`config.mk`:
```
export PLATFORM = sky130hd
export DESIGN_NAME = uart_fifo_ctrl
export DESIGN_NICKNAME = d
export VERILOG_FILES = /design/src/rtl/uart_fifo_pkg.sv /design/src/rtl/fifo_ctrl_reg.sv /design/src/rtl/byte_buffer.sv /design/src/rtl/uart_fifo_ctrl.sv
export SDC_FILE = /design/constraint.sdc
export NUM_CORES = 1
export LEC_CHECK = 0
export BUFFER_PORTS_ARGS = -buffer_cell sky130_fd_sc_hd__buf_2
export CAP_MARGIN = 5
export CORE_MARGIN = 2
export CORE_UTILIZATION = 55
export DETAILED_ROUTE_END_ITERATION = 10
export GPL_TIMING_DRIVEN = 0
export PLACE_DENSITY_LB_ADDON = 0.12
export SYNTH_ARGS = -nofsm -noshare
export SYNTH_HDL_FRONTEND = slang
export SYNTH_SLANG_ARGS = --single-unit
```
`constraint.sdc`:
```
create_clock -name clk_i -period 8 [get_ports clk_i]
set_clock_uncertainty 0.2 [all_clocks]
set_input_delay 1.6 -clock clk_i [delete_from_list [all_inputs] [get_ports clk_i]]
set_output_delay 1.6 -clock clk_i [all_outputs]
set_load 0.1 [all_outputs]
```
`src/rtl/uart_fifo_pkg.sv`:
```
package uart_fifo_pkg;
  typedef enum logic [1:0] {
    TRIG_1  = 2'd0,
    TRIG_4  = 2'd1,
    TRIG_8  = 2'd2,
    TRIG_14 = 2'd3
  } rx_trig_e;

  function automatic int unsigned trig_bytes(rx_trig_e t);
    case (t)
      TRIG_1:  return 1;
      TRIG_4:  return 4;
      TRIG_8:  return 8;
      default: return 14;
    endcase
  endfunction
endpackage

```
`src/rtl/fifo_ctrl_reg.sv`:
```
module fifo_ctrl_reg
  import uart_fifo_pkg::*;
(
  input  logic       clk_i,
  input  logic       rst_ni,
  input  logic       we_i,
  input  logic [7:0] wdata_i,
  output logic       fifo_mode_o,
  output rx_trig_e   trig_o,
  output logic       flush_tx_o,
  output logic       flush_rx_o
);
  logic     mode_q;
  rx_trig_e trig_q;
  logic     en_bit, mode_chg;

  assign en_bit   = wdata_i[0];
  assign mode_chg = we_i & (en_bit != mode_q);

  // bit0=0 always empties both; otherwise a mode change or a per-side reset bit
  assign flush_rx_o = (we_i & ~en_bit) | mode_chg | (we_i & en_bit & wdata_i[1]);
  assign flush_tx_o = (we_i & ~en_bit) | mode_chg | (we_i & en_bit & wdata_i[2]);

  always_ff @(posedge clk_i or negedge rst_ni) begin
    if (!rst_ni) begin
      mode_q <= 1'b0;
      trig_q <= TRIG_1;
    end else if (we_i) begin
      mode_q <= en_bit;
      if (en_bit) trig_q <= rx_trig_e'(wdata_i[7:6]);
    end
  end

  assign fifo_mode_o = mode_q;
  assign trig_o      = trig_q;


  disabled_write_chk: assert property (@(posedge clk_i) disable iff (!rst_ni)
    (we_i && !wdata_i[0]) |=> (!fifo_mode_o && $stable(trig_o)));


  enable_write_chk: assert property (@(posedge clk_i) disable iff (!rst_ni)
    (we_i && wdata_i[0]) |=> (fifo_mode_o && trig_o == rx_trig_e'($past(wdata_i[7:6]))));
endmodule

```
`src/rtl/byte_buffer.sv`:
```
module byte_buffer #(
  parameter int DEPTH = 16,
  localparam int AW = (DEPTH > 1) ? $clog2(DEPTH) : 1,
  localparam int CW = $clog2(DEPTH + 1)
) (
  input  logic          clk_i,
  input  logic          rst_ni,
  input  logic          fifo_mode_i,
  input  logic          flush_i,
  input  logic          push_i,
  input  logic [7:0]    data_i,
  input  logic          pop_i,
  output logic [7:0]    data_o,
  output logic [CW-1:0] count_o,
  output logic          empty_o,
  output logic          full_o
);
  localparam logic [CW-1:0] FULL_CNT = CW'(DEPTH);
  localparam logic [AW-1:0] LAST_PTR = AW'(DEPTH - 1);

  logic [7:0]    mem_q [DEPTH];
  logic [AW-1:0] rptr_q, wptr_q;
  logic [CW-1:0] count_q;
  logic          do_push, do_pop;

  function automatic logic [AW-1:0] ptr_inc(logic [AW-1:0] p);
    return (p == LAST_PTR) ? '0 : p + 1'b1;
  endfunction

  assign empty_o = (count_q == '0);
  assign full_o  = fifo_mode_i ? (count_q == FULL_CNT) : (count_q != '0);
  assign do_pop  = pop_i & ~empty_o & ~flush_i;
  // legacy mode always accepts: new byte replaces the held one
  assign do_push = push_i & ~flush_i & (~fifo_mode_i | ~full_o);

  always_ff @(posedge clk_i or negedge rst_ni) begin
    if (!rst_ni) begin
      rptr_q  <= '0;
      wptr_q  <= '0;
      count_q <= '0;
    end else if (flush_i) begin
      rptr_q  <= '0;
      wptr_q  <= '0;
      count_q <= '0;
    end else if (fifo_mode_i) begin
      if (do_push) wptr_q <= ptr_inc(wptr_q);
      if (do_pop)  rptr_q <= ptr_inc(rptr_q);
      count_q <= count_q + CW'(do_push) - CW'(do_pop);
    end else begin
      if (do_push)     count_q <= CW'(1);
      else if (do_pop) count_q <= '0;
    end
  end

  always_ff @(posedge clk_i) begin
    if (do_push) begin
      if (fifo_mode_i) mem_q[wptr_q] <= data_i;
      else             mem_q[rptr_q] <= data_i;
    end
  end

  assign data_o  = mem_q[rptr_q];
  assign count_o = count_q;


  no_overflow_chk: assert property (@(posedge clk_i) disable iff (!rst_ni)
    count_q <= FULL_CNT);


  legacy_cap_chk: assert property (@(posedge clk_i) disable iff (!rst_ni)
    !fifo_mode_i |-> count_q <= CW'(1));


  flush_empty_chk: assert property (@(posedge clk_i) disable iff (!rst_ni)
    flush_i |=> count_q == '0);


  pop_empty_chk: assert property (@(posedge clk_i) disable iff (!rst_ni)
    (!flush_i && pop_i && !push_i && count_q == '0) |=> count_q == '0);


  full_drop_chk: assert property (@(posedge clk_i) disable iff (!rst_ni)
    (fifo_mode_i && !flush_i && push_i && !pop_i && count_q == FULL_CNT) |=> count_q == FULL_CNT);
endmodule

```
`src/rtl/uart_fifo_ctrl.sv`:
```
module uart_fifo_ctrl
  import uart_fifo_pkg::*;
#(
  parameter int DEPTH = 16,
  localparam int CW = $clog2(DEPTH + 1)
) (
  input  logic          clk_i,
  input  logic          rst_ni,
  input  logic          cfg_we_i,
  input  logic [7:0]    cfg_wdata_i,
  input  logic          tx_push_i,
  input  logic [7:0]    tx_data_i,
  input  logic          tx_pop_i,
  output logic [7:0]    tx_data_o,
  output logic [CW-1:0] tx_count_o,
  output logic          tx_empty_o,
  output logic          tx_full_o,
  input  logic          rx_push_i,
  input  logic [7:0]    rx_data_i,
  input  logic          rx_pop_i,
  output logic [7:0]    rx_data_o,
  output logic [CW-1:0] rx_count_o,
  output logic          rx_empty_o,
  output logic          rx_full_o,
  output logic          rx_level_o,
  output logic          fifo_mode_o
);
  rx_trig_e trig;
  logic     flush_tx, flush_rx;

  fifo_ctrl_reg u_reg (
    .clk_i      (clk_i),
    .rst_ni     (rst_ni),
    .we_i       (cfg_we_i),
    .wdata_i    (cfg_wdata_i),
    .fifo_mode_o(fifo_mode_o),
    .trig_o     (trig),
    .flush_tx_o (flush_tx),
    .flush_rx_o (flush_rx)
  );

  byte_buffer #(.DEPTH(DEPTH)) u_tx (
    .clk_i      (clk_i),
    .rst_ni     (rst_ni),
    .fifo_mode_i(fifo_mode_o),
    .flush_i    (flush_tx),
    .push_i     (tx_push_i),
    .data_i     (tx_data_i),
    .pop_i      (tx_pop_i),
    .data_o     (tx_data_o),
    .count_o    (tx_count_o),
    .empty_o    (tx_empty_o),
    .full_o     (tx_full_o)
  );

  byte_buffer #(.DEPTH(DEPTH)) u_rx (
    .clk_i      (clk_i),
    .rst_ni     (rst_ni),
    .fifo_mode_i(fifo_mode_o),
    .flush_i    (flush_rx),
    .push_i     (rx_push_i),
    .data_i     (rx_data_i),
    .pop_i      (rx_pop_i),
    .data_o     (rx_data_o),
    .count_o    (rx_count_o),
    .empty_o    (rx_empty_o),
    .full_o     (rx_full_o)
  );

  assign rx_level_o = fifo_mode_o ? (32'(rx_count_o) >= trig_bytes(trig)) : ~rx_empty_o;


  mode_change_flush_chk: assert property (@(posedge clk_i) disable iff (!rst_ni)
    (fifo_mode_o != $past(fifo_mode_o)) |-> (tx_empty_o && rx_empty_o));


  tx_reset_keeps_rx_chk: assert property (@(posedge clk_i) disable iff (!rst_ni)
    (cfg_we_i && cfg_wdata_i[2:0] == 3'b101 && fifo_mode_o && !rx_push_i && !rx_pop_i)
    |=> (fifo_mode_o && $stable(rx_count_o) && tx_empty_o));


  level_empty_chk: assert property (@(posedge clk_i) disable iff (!rst_ni)
    rx_empty_o |-> !rx_level_o);
endmodule

```
### Word level (Yosys, flattened, before mapping)

Memories as Yosys holds them, arrays and structs flattened.
Cells that the tools add are included.

| word-level totals | value |
|---|---|
| input bits | 31 |
| RAM bits | 256 |
| memories kept | 2 |
| logic and storage cells | 118 |
| bits in registers | 29 |

Memories:

| memory | depth | bits a word | rd ports | clocked after Yosys merged registers in | write ports | line | text |
|---|---|---|---|---|---|---|---|
| u_rx.mem_q | 16 | 8 | 1 | 0 | 1 | byte_buffer.sv:21 | `logic [7:0] mem_q [DEPTH];` |
| u_tx.mem_q | 16 | 8 | 1 | 0 | 1 | byte_buffer.sv:21 |  |

| operators by class | value |
|---|---|
| multiplexer cells | 44 |
| order comparisons | 1 |
| add/sub/neg operators | 8 |
| reductions and logical operators | 20 |
| equality and inequality tests | 9 |
| bitwise logic cells | 26 |

Operators with widths:

| cell | number |
|---|---|
| two-way mux 4 bit | 18 |
| two-way mux 5 bit | 8 |
| >= comparator 5 x 32 -> 1 bit | 1 |
| adder 4 x 1 -> 4 bit (second input constant) | 4 |
| equality test 4 bit (second input constant) | 4 |
| two-way mux 8 bit | 2 |
| OR reduction 8 bit | 2 |
| two-way mux 1 bit | 15 |
| bitwise AND 1 bit | 13 |
| case mux 4 bit (3 select lines) | 1 |
| nonzero test 2 bit | 6 |
| adder 5 x 1 -> 5 bit | 2 |
| equality test 5 bit (second input constant) | 2 |
| zero test 5 bit | 2 |
| AND reduction 2 bit | 5 |
| nonzero test 5 bit | 2 |
| subtractor 5 x 1 -> 5 bit | 2 |
| NOT 1 bit | 8 |
| nonzero test 4 bit | 2 |
| OR 1 bit | 5 |
| equality test 2 x 1 -> 1 bit (second input constant) | 1 |
| equality test 2 bit (second input constant) | 1 |
| zero test 2 bit | 1 |
| inequality test 1 bit | 1 |

### Longest topological paths before layout

| logic depth | value |
|---|---|
| depth in word-level cells | 11 |
| mapped depth | 15 |
| mapped depth without buffers | 15 |

### Modules after synthesis

Synthesis repeated with hierarchy kept, for this count alone.

| unflattened totals | value |
|---|---|
| cells, all modules | 763 |
| area, all modules | 12,383.1 um^2 |

Modules (own cells, without submodules):

| module | cells an instance | sequential area each (um^2) | area each (um^2) | instances |
|---|---|---|---|---|
| byte_buffer at u_tx | 368 | 4,169.0 | 6,082.1 | 1 |
| byte_buffer at u_rx | 370 | 4,169.0 | 6,055.8 | 1 |
| fifo_ctrl_reg | 11 | 75.1 | 138.9 | 1 |
| uart_fifo_ctrl | 14 | 0.0 | 106.4 | 1 |

### Least setup slack after synthesis

OpenSTA, ideal clock, no wires.

| timing path | value |
|---|---|
| path type | reg-to-output |
| start | reg u_rx.count_q[3], in the netlist u_rx.count_o[3] |
| end | out rx_full_o |
| required time | 6.200 ns |
| arrival | 3.760 ns |
| buffers on the path | 0 |
| slack | 2.440 ns |
| cell stages (with the launch flop) | 5 |
| cell sequence | dfrtp_1 > inv_1 > ha_1 > nor3b_1 > o21ai_0 |

| on the way | value |
|---|---|
| word-level cells in the longest chain between the ends | 2 |

RTL lines:

| element | line | text |
|---|---|---|
| start: declaration | byte_buffer.sv:23 | `logic [CW-1:0] count_q;` |
| start signal: assignment | byte_buffer.sv:48 | `count_q <= count_q + CW'(do_push) - CW'(do_pop);` |
| equality test 5 bit / nonzero test 5 bit (equally long branches) | byte_buffer.sv:31 | `assign full_o = fifo_mode_i ? (count_q == FULL_CNT) : (count_q != '0);` |
| two-way mux 1 bit (*) | byte_buffer.sv:31 |  |
| end: declaration | uart_fifo_ctrl.sv:24 | `output logic rx_full_o,` |

Mark *: on every way between the ends. The rest lies on a longest branch, timed or not.

### Final worst setup path

| timing path | value |
|---|---|
| start | reg u_rx.rptr_q[2] |
| end | out rx_data_o[2] |

| on the way | value |
|---|---|
| word-level cells in the longest chain between the ends | 1 |

RTL lines:

| element | line | text |
|---|---|---|
| start: declaration | byte_buffer.sv:22 | `logic [AW-1:0] rptr_q, wptr_q;` |
| start signal: assignment | byte_buffer.sv:47 | `if (do_pop) rptr_q <= ptr_inc(rptr_q);` |
| memory (16 x 8 bit) | -- |  |
| end: declaration | uart_fifo_ctrl.sv:21 | `output logic [7:0] rx_data_o,` |

Every way passes these cells.

==> results.json <==
{
  "core_um2": 21900,
  "fin_setup_tns_ns": 0,
  "regToRegSetupSlack_ns": 4.44,
  "rows": 54,
  "crit_path_max_fanout": 10,
  "synth.distinct_cells": 54,
  "layout_common_cells": "edfxtp_1, buf_2, mux2i_1",
  "io_pins": 63,
  "path_clk_slew_ns": 0.06,
  "timing.fmax_mhz": 209,
  "synth_area_leader_cell": "edfxtp_1",
  "placedInstanceArea_um2": 12900,
  "die_h_um": 153,
  "grt_max_degree": 30,
  "fin_cells": 1168,
  "initial_core_util_pct": 56.0,
  "synth.top_cell.area_share_pct": 62.7,
  "path_class": "flip-flop to output port",
  "slew_headroom_pct": 24.4,
  "post_cts_resize_count": 0,
  "fin_crit_ns": 4.78,
  "die_x_um": 153,
  "wl_per_cell_um": 22.3,
  "overflow": 0,
  "crit_arrival_ns": 2.98,
  "rsz0062_at_grt": "no",
  "worstMarginPinSlew_ns": 1.13,
  "min-delay-path-class": "flip-flop to flip-flop",
  "whs_ns": 0.364,
  "drt-total-wl_um": 26100,
  "leakagePower_nw": 4.75,
  "num_vias": 7183,
  "finalCritPeriodShare_pct": 59.7,
  "cts_tree": "done",
  "slew_viol_final": 0,
  "grt_use_total_pct": 22.1,
  "clk_latency_ns": 0.53,
  "clock_sinks": 285,
  "clockBufferDepth": 3,
  "yosysSeqAreaShare_pct": 68.6,
  "layout-drive-gt1-share_pct": 20.3,
  "finish.instance_area_um2": 14000,
  "hold_viol": 0,
  "dieArea_um2": 23500,
  "syn_nets": 829,
  "worst_ep_required_time_ns": 6.20,
  "synth_edf_count": 256,
  "grt_pass1_wl_um": 40600,
  "synthTopCellsByArea": "edfxtp_1, dfrtp_1, mux4_2",
  "drcViolationCount": 0,
  "htreeDepth": 1,
  "first_iter_violations": 646,
  "async_flop_share_pct": 10.2,
  "drt_pass1_iterations": 5,
  "synth_area_um2": 12300,
  "status": "finished clean",
  "place_inst": 1115,
  "ys_ff_latch": 285,
  "syn_avg_cell_area_um2": 15.8,
  "cts_buffers": 29,
  "postCtsHoldBufs": 0,
  "postLayoutCoreUtil_pct": 63.8,
  "ctsRootBufferMaster": "clkbuf_16",
  "p_per_area_nw_per_um2": 316,
  "max-cap-violations": 0,
  "setup_viol": 0,
  "detail-route-antenna-nets": 0,
  "place_congestion": 0.829,
  "grt_pass1_vias": 7237,
  "setup.worst_path.end_class": "output port",
  "syn_to_final_growth_pct": 13.9,
  "dp_hpwl_um": 17900,
  "fill_cells": 1583,
  "yosys_warnings": 0,
  "dominantRegCellSynth": "edfxtp_1",
  "antenna_cells": 0,
  "postCtsSetupBuffers": 0,
  "start_kind": "flip-flop",
  "io_buffer_count": 59,
  "final_nets": 919,
  "antenna_found_initial": 0,
  "via_per_inst": 6.15,
  "final_common_cell": "edfxtp_1",
  "ir_worst_vdd_v": 0.000602,
  "synth_cells": 776
}
-- area by class of cell --
cell class,instances,area (um^2),area share [%]
timing repair buffer,59,295,2.11
tap,280,350,2.51
inverter,27,101,0.726
clock buffer,33,751,5.37
sequential,285,8410,60.2
clock inverter,20,305,2.19
multi-input combinational,427,3580,25.6
buffer,37,176,1.26
-- critical path, cell delays in order, from the launching register on --
cell and delay (ns):
dfrtp_1 0.37, inv_1 0.13, nor2_1 0.61, clkbuf_1 0.53
a221oi_1 0.23, o21ai_0 0.22, nand2_1 0.08, buf_2 0.29
-- cell families (layout without fill, tap and decap cells) --
group / Yosys count / after routing / synth area share, %
AO/OA/AOI/OAI: 135 / 135 / 7.47
XOR/XNOR: 8 / 8 / 0.571
AND/OR/NAND/NOR: 152 / 152 / 6.39
adder cells (fa/ha/maj): 22 / 22 / 2.37
multiplexers: 110 / 110 / 12.4
buffers and inverters: 64 / 176 / 2.26
flip-flops: 285 / 285 / 68.6
-- layer usage --
metal	part of all wire [%]	up-vias	track usage [%]
li1	-	3228	-
met1	43	3649	32.6
met2	49	271	35.8
met3	7.2	35	3.20
met4	1.2	0	4.46
met5	0	-	0
-- metrics by stage --
| step | total power [W] | setup WS, ns |
|---|---|---|
| 6_report | 0.00442 | 3.22 |
| 5_1_grt | 0.00458 | 3.12 |
| 4_1_cts | 0.00445 | 3.28 |
| 3_5_place_dp | 0.00298 | 3.20 |
| 2_1_floorplan | 0.00274 | 2.44 |
| 3_3_place_gp | 0.00296 | 3.29 |
-- final timing paths --
kind,from,endpoint,depth (start not counted)
max in group asynchronous,rst_ni,u_rx.rptr_q[0]$_DFFE_PN0P_,1
worst min register to register,u_tx.count_o[3]$_DFFE_PN0P_,u_tx.count_o[3]$_DFFE_PN0P_,2
worst max-delay path,u_rx.rptr_q[2]$_DFFE_PN0P_,rx_data_o[2],7
worst max register to register,u_reg.fifo_mode_o$_DFFE_PN0P_,u_tx.count_o[4]$_DFFE_PN0P_,14
min in group asynchronous,rst_ni,u_tx.count_o[2]$_DFFE_PN0P_,1
worst min-delay path,u_tx.count_o[3]$_DFFE_PN0P_,u_tx.count_o[3]$_DFFE_PN0P_,2
-- sequential cells by signal, summed over array words and instances (netlist names) --
register / count
u_tx.wptr_q: 4
u_rx.count_o: 5
u_rx.wptr_q: 4
u_reg.fifo_mode_o: 1
u_tx.mem_q: 128
u_tx.rptr_q: 4
u_rx.mem_q: 128
u_reg.trig_o: 2
u_tx.count_o: 5
u_rx.rptr_q: 4
-- cells in the mapped netlist (all sizes together) (3+ instances only) --
cell type	n
edfxtp	256
mux2i	66
nor2	51
nand2	47
o21ai	35
mux4	32
dfrtp	29
inv	27
a221oi	25
a21oi	22
buf	20
ha	20
clkbuf	17
a22oi	16
a31oi	13
mux2	12
nor3b	10
nand2b	8
nor2b	7
xnor2	6
nand3	5
nor3	5
a21o	4
and3	4
and2	3
nor4	3
o21a	3
-- power breakdown --
| part | switching [W] | internal, W | total (W) |
|---|---|---|---|
| clock | 0.000545 | 0.000930 | 0.00147 |
| sequential | 0.0000403 | 0.00166 | 0.00170 |
| combinational | 0.000875 | 0.000369 | 0.00124 |
Power figures use the tool's default switching activity.
